[src/rtl/adc_cap_pkg.sv]
package adc_cap_pkg;
  localparam int SEQ_N = 2;

  typedef enum logic [1:0] {
    RNG_IN    = 2'b00,
    RNG_BELOW = 2'b01,
    RNG_ABOVE = 2'b10
  } rangeCode_e;

  typedef enum logic [1:0] {
    CRS_NONE = 2'b00,
    CRS_DOWN = 2'b10,
    CRS_UP   = 2'b11
  } crossCode_e;

  typedef struct packed {
    logic [SEQ_N-1:0] load;
    logic             capture;
  } ctrlStrobe_t;
endpackage

[src/rtl/adc_cap_ctrl.sv]
module adc_cap_ctrl
  import adc_cap_pkg::*;
(
  input  logic              clk,
  input  logic              rstN,
  input  logic              resValid,
  input  logic              resSeq,
  input  logic              resLast,
  input  logic [SEQ_N-1:0]  seqMode,
  input  logic              rdEn,
  input  logic              rdSel,
  output ctrlStrobe_t       strobe,
  output logic [SEQ_N-1:0]  validQ,
  output logic [SEQ_N-1:0]  ovrQ,
  output logic [SEQ_N-1:0]  doneQ
);
  logic [SEQ_N-1:0] loadSeq;
  logic [SEQ_N-1:0] rdHit;

  assign strobe.load    = loadSeq;
  assign strobe.capture = rdEn;

  for (genvar s = 0; s < SEQ_N; s++) begin : g_seq
    assign loadSeq[s] = resValid && (resSeq == 1'(s));
    assign rdHit[s]   = rdEn && (rdSel == 1'(s));

    always_ff @(posedge clk) begin
      if (!rstN) begin
        validQ[s] <= 1'b0;
        ovrQ[s]   <= 1'b0;
        doneQ[s]  <= 1'b0;
      end else begin
        validQ[s] <= loadSeq[s] | (validQ[s] & ~rdHit[s]);
        ovrQ[s]   <= ~rdHit[s] & (ovrQ[s] | (loadSeq[s] & ~seqMode[s] & validQ[s]));
        doneQ[s]  <= loadSeq[s] & seqMode[s] & resLast;
      end
    end

    p_load_sets_valid_r5: assert property (@(posedge clk) disable iff (!rstN)
      loadSeq[s] |=> validQ[s]);
    p_read_clears_valid_r5: assert property (@(posedge clk) disable iff (!rstN)
      (rdHit[s] && !loadSeq[s]) |=> !validQ[s]);
    p_no_overrun_eos_r7: assert property (@(posedge clk) disable iff (!rstN)
      (seqMode[s] && !ovrQ[s]) |=> !ovrQ[s]);
    p_done_after_last_r8: assert property (@(posedge clk) disable iff (!rstN)
      doneQ[s] |-> $past(resValid && resLast));
  end
endmodule

[src/rtl/adc_cap_dpath.sv]
module adc_cap_dpath
  import adc_cap_pkg::*;
#(
  parameter int RES_W  = 12,
  parameter int NUM_CH = 12,
  parameter int CH_W   = 4
) (
  input  logic              clk,
  input  logic              rstN,
  input  ctrlStrobe_t       strobe,
  input  logic              resSeq,
  input  logic [CH_W-1:0]   resChan,
  input  logic [RES_W-1:0]  resData,
  input  logic [RES_W-1:0]  thrLow,
  input  logic [RES_W-1:0]  thrHigh,
  input  logic              rdSel,
  input  logic [SEQ_N-1:0]  validFlags,
  input  logic [SEQ_N-1:0]  ovrFlags,
  output logic [31:0]       rdData
);
  localparam int FIELD_W = 12;

  logic [RES_W-1:0] resQ   [SEQ_N];
  rangeCode_e       rangeQ [SEQ_N];
  crossCode_e       crossQ [SEQ_N];
  logic [RES_W-1:0] prevQ  [NUM_CH];
  logic [NUM_CH-1:0] seenQ;

  logic             chanOk;
  logic             prevSeen;
  logic [RES_W-1:0] prevVal;
  rangeCode_e       newRange;
  crossCode_e       newCross;
  logic [FIELD_W-1:0] selField;

  assign chanOk = 32'(resChan) < NUM_CH;

  always_comb begin
    prevSeen = 1'b0;
    prevVal  = '0;
    for (int c = 0; c < NUM_CH; c++) begin
      if (chanOk && 32'(resChan) == c) begin
        prevSeen = seenQ[c];
        prevVal  = prevQ[c];
      end
    end
    if (resData < thrLow)       newRange = RNG_BELOW;
    else if (resData > thrHigh) newRange = RNG_ABOVE;
    else                        newRange = RNG_IN;
    if (!prevSeen)                                  newCross = CRS_NONE;
    else if (prevVal >= thrLow && resData < thrLow) newCross = CRS_DOWN;
    else if (prevVal < thrLow && resData >= thrLow) newCross = CRS_UP;
    else                                            newCross = CRS_NONE;
  end

  for (genvar c = 0; c < NUM_CH; c++) begin : g_hist
    always_ff @(posedge clk) begin
      if (!rstN) begin
        prevQ[c] <= '0;
        seenQ[c] <= 1'b0;
      end else if ((|strobe.load) && chanOk && 32'(resChan) == c) begin
        prevQ[c] <= resData;
        seenQ[c] <= 1'b1;
      end
    end
  end

  for (genvar s = 0; s < SEQ_N; s++) begin : g_word
    always_ff @(posedge clk) begin
      if (!rstN) begin
        resQ[s]   <= '0;
        rangeQ[s] <= RNG_IN;
        crossQ[s] <= CRS_NONE;
      end else if (strobe.load[s]) begin
        resQ[s]   <= resData;
        rangeQ[s] <= newRange;
        crossQ[s] <= newCross;
      end
    end

    p_below_not_up_r3: assert property (@(posedge clk) disable iff (!rstN)
      (rangeQ[s] == RNG_BELOW) |-> (crossQ[s] != CRS_UP));
    p_first_no_cross_r4: assert property (@(posedge clk) disable iff (!rstN)
      (strobe.load[s] && !prevSeen) |=> (crossQ[s] == CRS_NONE));
  end

  assign selField = FIELD_W'(resQ[rdSel]);

  always_ff @(posedge clk) begin
    if (!rstN) rdData <= '0;
    else if (strobe.capture)
      rdData <= {validFlags[rdSel], ovrFlags[rdSel], 10'b0,
                 crossQ[rdSel], rangeQ[rdSel], selField, 4'b0};
  end
endmodule

[src/rtl/adc_result_capture.sv]
module adc_result_capture
  import adc_cap_pkg::*;
#(
  parameter int RES_W  = 12,
  parameter int NUM_CH = 12,
  localparam int CH_W  = (NUM_CH > 1) ? $clog2(NUM_CH) : 1
) (
  input  logic              clk,
  input  logic              rstN,
  input  logic              resValid,
  input  logic              resSeq,
  input  logic [CH_W-1:0]   resChan,
  input  logic [RES_W-1:0]  resData,
  input  logic              resLast,
  input  logic [RES_W-1:0]  thrLow,
  input  logic [RES_W-1:0]  thrHigh,
  input  logic [1:0]        seqMode,
  input  logic              rdEn,
  input  logic              rdSel,
  output logic [31:0]       rdData,
  output logic [1:0]        seqDone
);
  ctrlStrobe_t      strobe;
  logic [SEQ_N-1:0] validQ;
  logic [SEQ_N-1:0] ovrQ;

  adc_cap_ctrl i_ctrl (
    .clk(clk), .rstN(rstN), .resValid(resValid), .resSeq(resSeq),
    .resLast(resLast), .seqMode(seqMode), .rdEn(rdEn), .rdSel(rdSel),
    .strobe(strobe), .validQ(validQ), .ovrQ(ovrQ), .doneQ(seqDone)
  );

  adc_cap_dpath #(.RES_W(RES_W), .NUM_CH(NUM_CH), .CH_W(CH_W)) i_dpath (
    .clk(clk), .rstN(rstN), .strobe(strobe), .resSeq(resSeq),
    .resChan(resChan), .resData(resData), .thrLow(thrLow), .thrHigh(thrHigh),
    .rdSel(rdSel), .validFlags(validQ), .ovrFlags(ovrQ), .rdData(rdData)
  );
endmodule

[config.mk]
export PLATFORM = sky130hd
export DESIGN_NAME = adc_result_capture
export DESIGN_NICKNAME = d
export VERILOG_FILES = /design/src/rtl/adc_cap_pkg.sv /design/src/rtl/adc_cap_ctrl.sv /design/src/rtl/adc_cap_dpath.sv /design/src/rtl/adc_result_capture.sv
export SDC_FILE = /design/constraint.sdc
export NUM_CORES = 1
export LEC_CHECK = 0
export ABC_AREA = 1
export BUFFER_PORTS_ARGS = -buffer_cell sky130_fd_sc_hd__buf_4
export CORE_MARGIN = 3
export CORE_UTILIZATION = 35
export CTS_CLUSTER_DIAMETER = 200
export DETAILED_ROUTE_END_ITERATION = 8
export PLACE_DENSITY = 0.47
export SLEW_MARGIN = 10
export SYNTH_ARGS = -nofsm -noshare
export SYNTH_HDL_FRONTEND = slang
export SYNTH_SLANG_ARGS = --single-unit
[constraint.sdc]
create_clock -name clk -period 3.8 [get_ports clk]
set_input_delay 0.38 -clock clk [delete_from_list [all_inputs] [get_ports clk]]
set_output_delay 0.38 -clock clk [all_outputs]
set_load 0.005 [all_outputs]
* Yosys cells after proc, flatten, opt, wreduce, memory -nomap -nowiden
Memory sizes are Yosys's and may differ from the RTL's. A register that Yosys moved wholly into a read port is not among the register bits.
Cells that the tools add are included.
** Word-level totals
- Register bits :: 36
- Bits in writable memories :: 176
- Bits of input ports :: 49
- Output and inout port bits :: 34
- Memories :: 4
** Operators by class
- $lt $le $gt $ge :: 7
- Equal/unequal tests :: 11
- Multiplexer cells :: 94
- Bitwise operators :: 40
- Reductions and logical operators :: 36
** Memory list
- i_dpath.prevQ :: depth 12, width 12, read ports 12, clocked after memory_dff 0, wr ports 12, RTL line adc_cap_dpath.sv:26 : logic [RES_W-1:0] prevQ [NUM_CH];
- i_dpath.resQ :: depth 2, width 12, read ports 1, clocked after memory_dff 1, wr ports 2, RTL line adc_cap_dpath.sv:23 : logic [RES_W-1:0] resQ [SEQ_N];
- i_dpath.crossQ :: depth 2, width 2, read ports 1, clocked after memory_dff 1, wr ports 2, RTL line adc_cap_dpath.sv:25 : crossCode_e crossQ [SEQ_N];
- i_dpath.rangeQ :: depth 2, width 2, read ports 1, clocked after memory_dff 1, wr ports 2, RTL line adc_cap_dpath.sv:24 : rangeCode_e rangeQ [SEQ_N];
** Operators by type and width (number)
- 12-bit 2-to-1 mux :: 26
- 1-bit 2-to-1 mux :: 59
- 1-bit logical AND :: 31
- 12-bit greater-or-equal comparator :: 2
- 12-bit less-than comparator :: 2
- 1-bit bitwise OR :: 22
- 2-bit 2-to-1 mux :: 9
- 4-bit by 3-bit == test with 1-bit output, second input constant :: 4
- 4-bit == test, second input constant :: 4
- 1-bit AND :: 12
- 12-bit greater-than comparator :: 1
- 4-bit by 2-bit == test with 1-bit output, second input constant :: 2
- 1-bit inverter :: 6
- 4-bit by 1-bit == test with 1-bit output, second input constant :: 1
- 4-bit logical NOT :: 1
- 4-bit less-than comparator, second input constant :: 1
- 1-bit logical NOT :: 3
- 1-bit by 2-bit less-than comparator with 1-bit output, second input constant :: 1
- 2-bit OR reduction :: 1

* Depth between registers and ports, before layout
- Depth after elaboration :: 20
- Mapped depth :: 25
- Mapped depth without buffers :: 24

* Hierarchy
Synthesis repeated with hierarchy kept, for this count alone.
** Unflattened totals
- Cells, all modules :: 1075
- Area total of the unflattened synthesis :: 10095.9 sq um
** Modules (own cells, without submodules)
- adc_cap_dpath :: times used 1, cells an instance 1042, area an instance 9850.7 sq um
- adc_cap_ctrl :: times used 1, cells an instance 33, area an instance 245.2 sq um

* Worst setup path before layout
Ideal clock, no wire load.
- Path kind :: input-to-reg
- Start point :: input resChan[1]
- End point :: memory i_dpath.crossQ[0][0] in the netlist's numbering, data pin
- Setup time :: 0.261 ns
- Arrival :: 2.413 ns
- Data required time :: 3.539 ns
- Path slack :: 1.125 ns
- Cell stages on the path :: 22
- Buffers on the path :: 1
- Cell sequence :: inv_1 nor2_1 nand2_1 inv_2 buf_2 a21oi_1 nand4_1 nand2_1 nand4_1 nor2_1 nor2_1 ha_1 nand2_1 nor2_1 nand4_1 nand3b_1 o21ai_0 nand2_1 inv_1 nor2_1 nand2_1 nor2_1
** RTL lines
- start: declaration :: RTL line adc_result_capture.sv:12 : input logic [CH_W-1:0] resChan,
- end: declaration :: RTL line adc_cap_dpath.sv:25

==> impl_results.html <==
<table>
<tr><th>Metric</th><th>Value</th></tr>
<tr><th colspan="2">Status</th></tr>
<tr><td>Run status</td><td>complete, no violations</td></tr>
<tr><th colspan="2">STA</th></tr>
<tr><td>Final-report setup violation count</td><td>0</td></tr>
<tr><td>Post-route setup TNS</td><td>0 ns</td></tr>
<tr><td>Setup repair after global routing missed its margin</td><td>false</td></tr>
<tr><td>Slew HR</td><td>46.6%</td></tr>
<tr><td>Fin. max-slew vios</td><td>0</td></tr>
<tr><td>Minimum period implied by the final worst setup slack</td><td>2.99 ns</td></tr>
<tr><td>Fmax</td><td>0.334 GHz</td></tr>
<tr><td>Final hold slack</td><td>0.125 ns</td></tr>
<tr><td>Final clock skew</td><td>0.0284 ns</td></tr>
<tr><td>Share of the clock period used by the worst path</td><td>78.7%</td></tr>
<tr><td>Final Hold Fails</td><td>0</td></tr>
<tr><td>Transition time at the pin with the least slew margin</td><td>0.801 ns</td></tr>
<tr><th colspan="2">Power</th></tr>
<tr><td>Internal Pwr Total</td><td>4.20 mW</td></tr>
<tr><td>Switching fraction of total power</td><td>23.7%</td></tr>
<tr><td>Net load switching power</td><td>1.31 mW</td></tr>
<tr><td>Fraction of power consumed by the clock network</td><td>42.2%</td></tr>
<tr><td>Peak supply drop</td><td>248 uV</td></tr>
<tr><td>Leakage</td><td>5.11 nW</td></tr>
<tr><td>Portion of total power attributed to combinational logic</td><td>8.8%</td></tr>
<tr><td>Power per standard cell area</td><td>470 mW/mm2</td></tr>
<tr><td>Power share of the sequential group</td><td>49.0%</td></tr>
<tr><th colspan="2">Routing</th></tr>
<tr><td>Avg WL per Cell</td><td>16.9 um</td></tr>
<tr><td>Total DRC errors in the routed layout</td><td>0</td></tr>
<tr><td>Initial DRC count</td><td>468</td></tr>
<tr><td>Routed wire length</td><td>26.2 mm</td></tr>
<tr><td>First-pass detailed-route iteration total</td><td>4</td></tr>
<tr><td>DR vias</td><td>7268</td></tr>
<tr><td>Routed via count divided by cell count</td><td>4.69</td></tr>
<tr><td>Count of antenna-violating nets left after detailed routing</td><td>0</td></tr>
<tr><th colspan="2">CTS</th></tr>
<tr><td>Clock edge transition at the registers on the reported setup and hold paths</td><td>0.06 ns</td></tr>
<tr><td>Cts hold-fix bufs</td><td>0</td></tr>
<tr><td>H-tree lvl count</td><td>1</td></tr>
<tr><td>Number of setup buffers added after CTS</td><td>0</td></tr>
<tr><td>Clock tree from TritonCTS</td><td>yes</td></tr>
<tr><td>Num CTS Buffers</td><td>25</td></tr>
<tr><td>Number of clock sinks</td><td>212</td></tr>
<tr><td>Deepest clock path buffer count</td><td>3</td></tr>
<tr><td>Clock root buffer master</td><td>sky130_fd_sc_hd__clkbuf_16</td></tr>
<tr><td>Worst-Skew Late Latency</td><td>0.52 ns</td></tr>
<tr><td>Resize count post-CTS</td><td>0</td></tr>
<tr><th colspan="2">Layout</th></tr>
<tr><td>Synth-to-Final Area Change</td><td>17.5%</td></tr>
<tr><td>Net count reported at finish</td><td>1240</td></tr>
<tr><td>Final Instance Count excl. Fillers</td><td>1551</td></tr>
<tr><td>Antenna diode instance count</td><td>0</td></tr>
<tr><td>Ratio of cells with drive above 1 in the final layout</td><td>12.6%</td></tr>
<tr><th colspan="2">Global route</th></tr>
<tr><td>Remaining Overflow, GRT</td><td>0</td></tr>
<tr><td>Wire length of the first global-routing pass</td><td>41.2 mm</td></tr>
<tr><td>Initial antenna violation count</td><td>0</td></tr>
<tr><td>Vias in the first global route</td><td>7049</td></tr>
<tr><td>Pin count of the biggest net entering global routing</td><td>57</td></tr>
<tr><td>Overall track demand over capacity in global routing</td><td>17.2%</td></tr>
<tr><th colspan="2">Synthesis</th></tr>
<tr><td>Async set-or-reset flop fraction in the synthesized netlist</td><td>0%</td></tr>
<tr><td>Syn Area/Cell</td><td>9.20 um2</td></tr>
<tr><td>Largest cells by area after synthesis</td><td>sky130_fd_sc_hd__edfxtp_1 (53%), sky130_fd_sc_hd__nand2_1 (10%), sky130_fd_sc_hd__nor2_1 (8.9%)</td></tr>
<tr><td>Gate count after technology mapping</td><td>1084</td></tr>
<tr><td>List of most frequent post-synthesis cells</td><td>sky130_fd_sc_hd__nand2_1 (265), sky130_fd_sc_hd__nor2_1 (237), sky130_fd_sc_hd__edfxtp_1 (176)</td></tr>
<tr><td>Yosys synthesis warning count</td><td>0</td></tr>
<tr><td>Cell variety after synth</td><td>32</td></tr>
<tr><td>Number of synthesized register bits</td><td>212</td></tr>
<tr><td>Area share of the largest cell type after synthesis</td><td>53.0%</td></tr>
<tr><td>Main synth FF type</td><td>sky130_fd_sc_hd__edfxtp_1</td></tr>
<tr><td>Number of synthesized flops with an enable pin</td><td>176</td></tr>
<tr><td>Post-synthesis cell type with the largest combined area</td><td>sky130_fd_sc_hd__edfxtp_1</td></tr>
<tr><td>Most repeated cell in the gate-level netlist after synthesis</td><td>sky130_fd_sc_hd__nand2_1</td></tr>
<tr><td>Share of the yosys chip area belonging to registers</td><td>60.2%</td></tr>
<tr><td>Post-Synthesis Cell Area</td><td>0.00998 mm2</td></tr>
<tr><th colspan="2">Setup path</th></tr>
<tr><td>Crit Path Category</td><td>in2reg</td></tr>
<tr><td>Endpoint type of the worst setup path</td><td>flop</td></tr>
<tr><td>Max Fanout on Critical Path</td><td>12</td></tr>
<tr><td>Crit path arrival time</td><td>3.21 ns</td></tr>
<tr><td>Endpoint required time on the critical path</td><td>4.02 ns</td></tr>
<tr><td>Startpoint types</td><td>primary input</td></tr>
<tr><th colspan="2">Die</th></tr>
<tr><td>Die area</td><td>0.0306 mm2</td></tr>
<tr><td>Horiz. Die Dim</td><td>175 um</td></tr>
<tr><td>Number of cell rows</td><td>61</td></tr>
<tr><td>Core ar.</td><td>0.0279 mm2</td></tr>
<tr><td>Initial Util</td><td>35.7%</td></tr>
<tr><td>Die Span Y</td><td>175 um</td></tr>
<tr><td>Io pins</td><td>83</td></tr>
<tr><th colspan="2">Min path</th></tr>
<tr><td>Type of the most critical hold path</td><td>in2reg</td></tr>
<tr><th colspan="2">Placement</th></tr>
<tr><td>Last weighted congestion value of the routability-driven placer</td><td>0.791</td></tr>
<tr><td>Number of cells after detailed placement</td><td>1506</td></tr>
<tr><td>Input/output buffers</td><td>68</td></tr>
<tr><td>Sum of net half-perimeters after detailed placement</td><td>17.7 mm</td></tr>
<tr><th colspan="2">Run</th></tr>
<tr><td>Reported max-cap violation count</td><td>0</td></tr>
</table>
logic make-up (layout without fill, tap and decap cells):
family                     after synthesis  in the layout  share of synthesized area (%)
AOI/OAI and AO/OA                       67             67                           3.61
adders and majority gates               36             36                           4.52
buffers and inverters                  173            249                           7.35
DFF                                    212            212                           60.2
other                                    1             14                         0.0376
and+or+nand+nor                        595            595                           24.3
per-layer routing:
| layer | track usage, % | wire length, um | vias up |
|---|---|---|---|
| met5 | 0 | 0 | - |
| met4 | 3.32 | 410 | 0 |
| met3 | 2.39 | 1100 | 22 |
| met2 | 27.2 | 11900 | 134 |
| met1 | 25.3 | 12700 | 3460 |
| li1 | - | - | 3652 |
registers in the layout (all words and copies together), names as in the netlist:
signal          flops
i_dpath.crossQ      4
i_ctrl.doneQ        2
i_dpath.resQ       24
i_ctrl.ovrQ         2
i_dpath.rdData     18
i_ctrl.validQ       2
i_dpath.rangeQ      4
i_dpath.seenQ      12
i_dpath.prevQ     144
cells in the final DEF (no fill, tap or decap), types with 4 or more instances in the layout:
cell                        instances
sky130_fd_sc_hd__nand2_1          265
sky130_fd_sc_hd__nor3_1             6
sky130_fd_sc_hd__dfxtp_1           36
sky130_fd_sc_hd__o21ai_0           23
sky130_fd_sc_hd__conb_1            14
sky130_fd_sc_hd__o21ai_1            4
sky130_fd_sc_hd__clkinv_2           4
sky130_fd_sc_hd__a21oi_1           28
sky130_fd_sc_hd__inv_1            105
sky130_fd_sc_hd__nor2_1           237
sky130_fd_sc_hd__or2_2              7
sky130_fd_sc_hd__nand3_1           44
sky130_fd_sc_hd__clkbuf_16         26
sky130_fd_sc_hd__ha_1              36
sky130_fd_sc_hd__clkbuf_1           7
sky130_fd_sc_hd__nand4_1           29
sky130_fd_sc_hd__edfxtp_1         176
sky130_fd_sc_hd__buf_4             93
critical path, stage by stage:
cell and delay, ns:
sky130_fd_sc_hd__buf_4 0.10, sky130_fd_sc_hd__inv_1 0.06, sky130_fd_sc_hd__nor2_1 0.17, sky130_fd_sc_hd__nand2_1 0.33, sky130_fd_sc_hd__buf_4 0.27, sky130_fd_sc_hd__or2_0 0.19, sky130_fd_sc_hd__nand2_1 0.08, sky130_fd_sc_hd__nand3_1 0.07
sky130_fd_sc_hd__nor2_1 0.14, sky130_fd_sc_hd__nand3_1 0.13, sky130_fd_sc_hd__ha_1 0.29, sky130_fd_sc_hd__nand2_1 0.07, sky130_fd_sc_hd__nor2_1 0.14, sky130_fd_sc_hd__nand4_1 0.17, sky130_fd_sc_hd__nand3b_1 0.20, sky130_fd_sc_hd__o21ai_0 0.14
sky130_fd_sc_hd__nand2_1 0.09, sky130_fd_sc_hd__inv_1 0.06, sky130_fd_sc_hd__nor2_1 0.04, sky130_fd_sc_hd__nand2_1 0.07, sky130_fd_sc_hd__nor2_1 0.04
per-stage QoR:
stage / util (%) / power, mW / worst slack, ns / cell area (um2)
floorplan: - / 3.03 / 1.13 / 10000
global placement: 39.1 / 3.23 / 0.254 / 10900
detailed placement: 39.1 / 3.24 / 0.259 / 10900
CTS: 41.9 / 5.57 / 0.777 / 11700
global route: 41.9 / 5.74 / 0.386 / 11700
finish: 41.9 / 5.50 / 0.810 / 11700
final timing paths:
kind	slack [ns]	from	to	depth (start not counted)
worst max-delay path	0.81	resChan[2]	i_dpath.crossQ[0][0]$_SDFFCE_PN0P_	21
worst min register to register	0.44	i_dpath.seenQ[4]$_SDFFE_PN0P_	i_dpath.seenQ[4]$_SDFFE_PN0P_	2
worst min-delay path	0.12	resLast	i_ctrl.doneQ[1]$_SDFF_PN0_	3
worst max register to register	0.92	i_dpath.prevQ[1][9]$_SDFFCE_PN0P_	i_dpath.crossQ[0][0]$_SDFFCE_PN0P_	19
cell type report:
| cell class | count | area [um2] |
|---|---|---|
| Tap cell | 378 | 473 |
| Multi-Input combinational cell | 712 | 3300 |
| Fill cell | 2835 | 16200 |
| Inverter | 109 | 409 |
| Clock inverter | 9 | 77.6 |
| Timing Repair Buffer | 95 | 738 |
| Clock buffer | 36 | 718 |
| Sequential cell | 212 | 6010 |
power groups by stage:
stage / combinational [mW] / clock (mW) / sequential, mW
after floorplan: 0.293 / 0 / 2.73
after global placement: 0.490 / 0 / 2.74
after detailed placement: 0.494 / 0 / 2.74
after CTS: 0.496 / 2.38 / 2.70
after global routing: 0.556 / 2.48 / 2.71
final: 0.485 / 2.32 / 2.69
(Power assumes the default switching activity.)
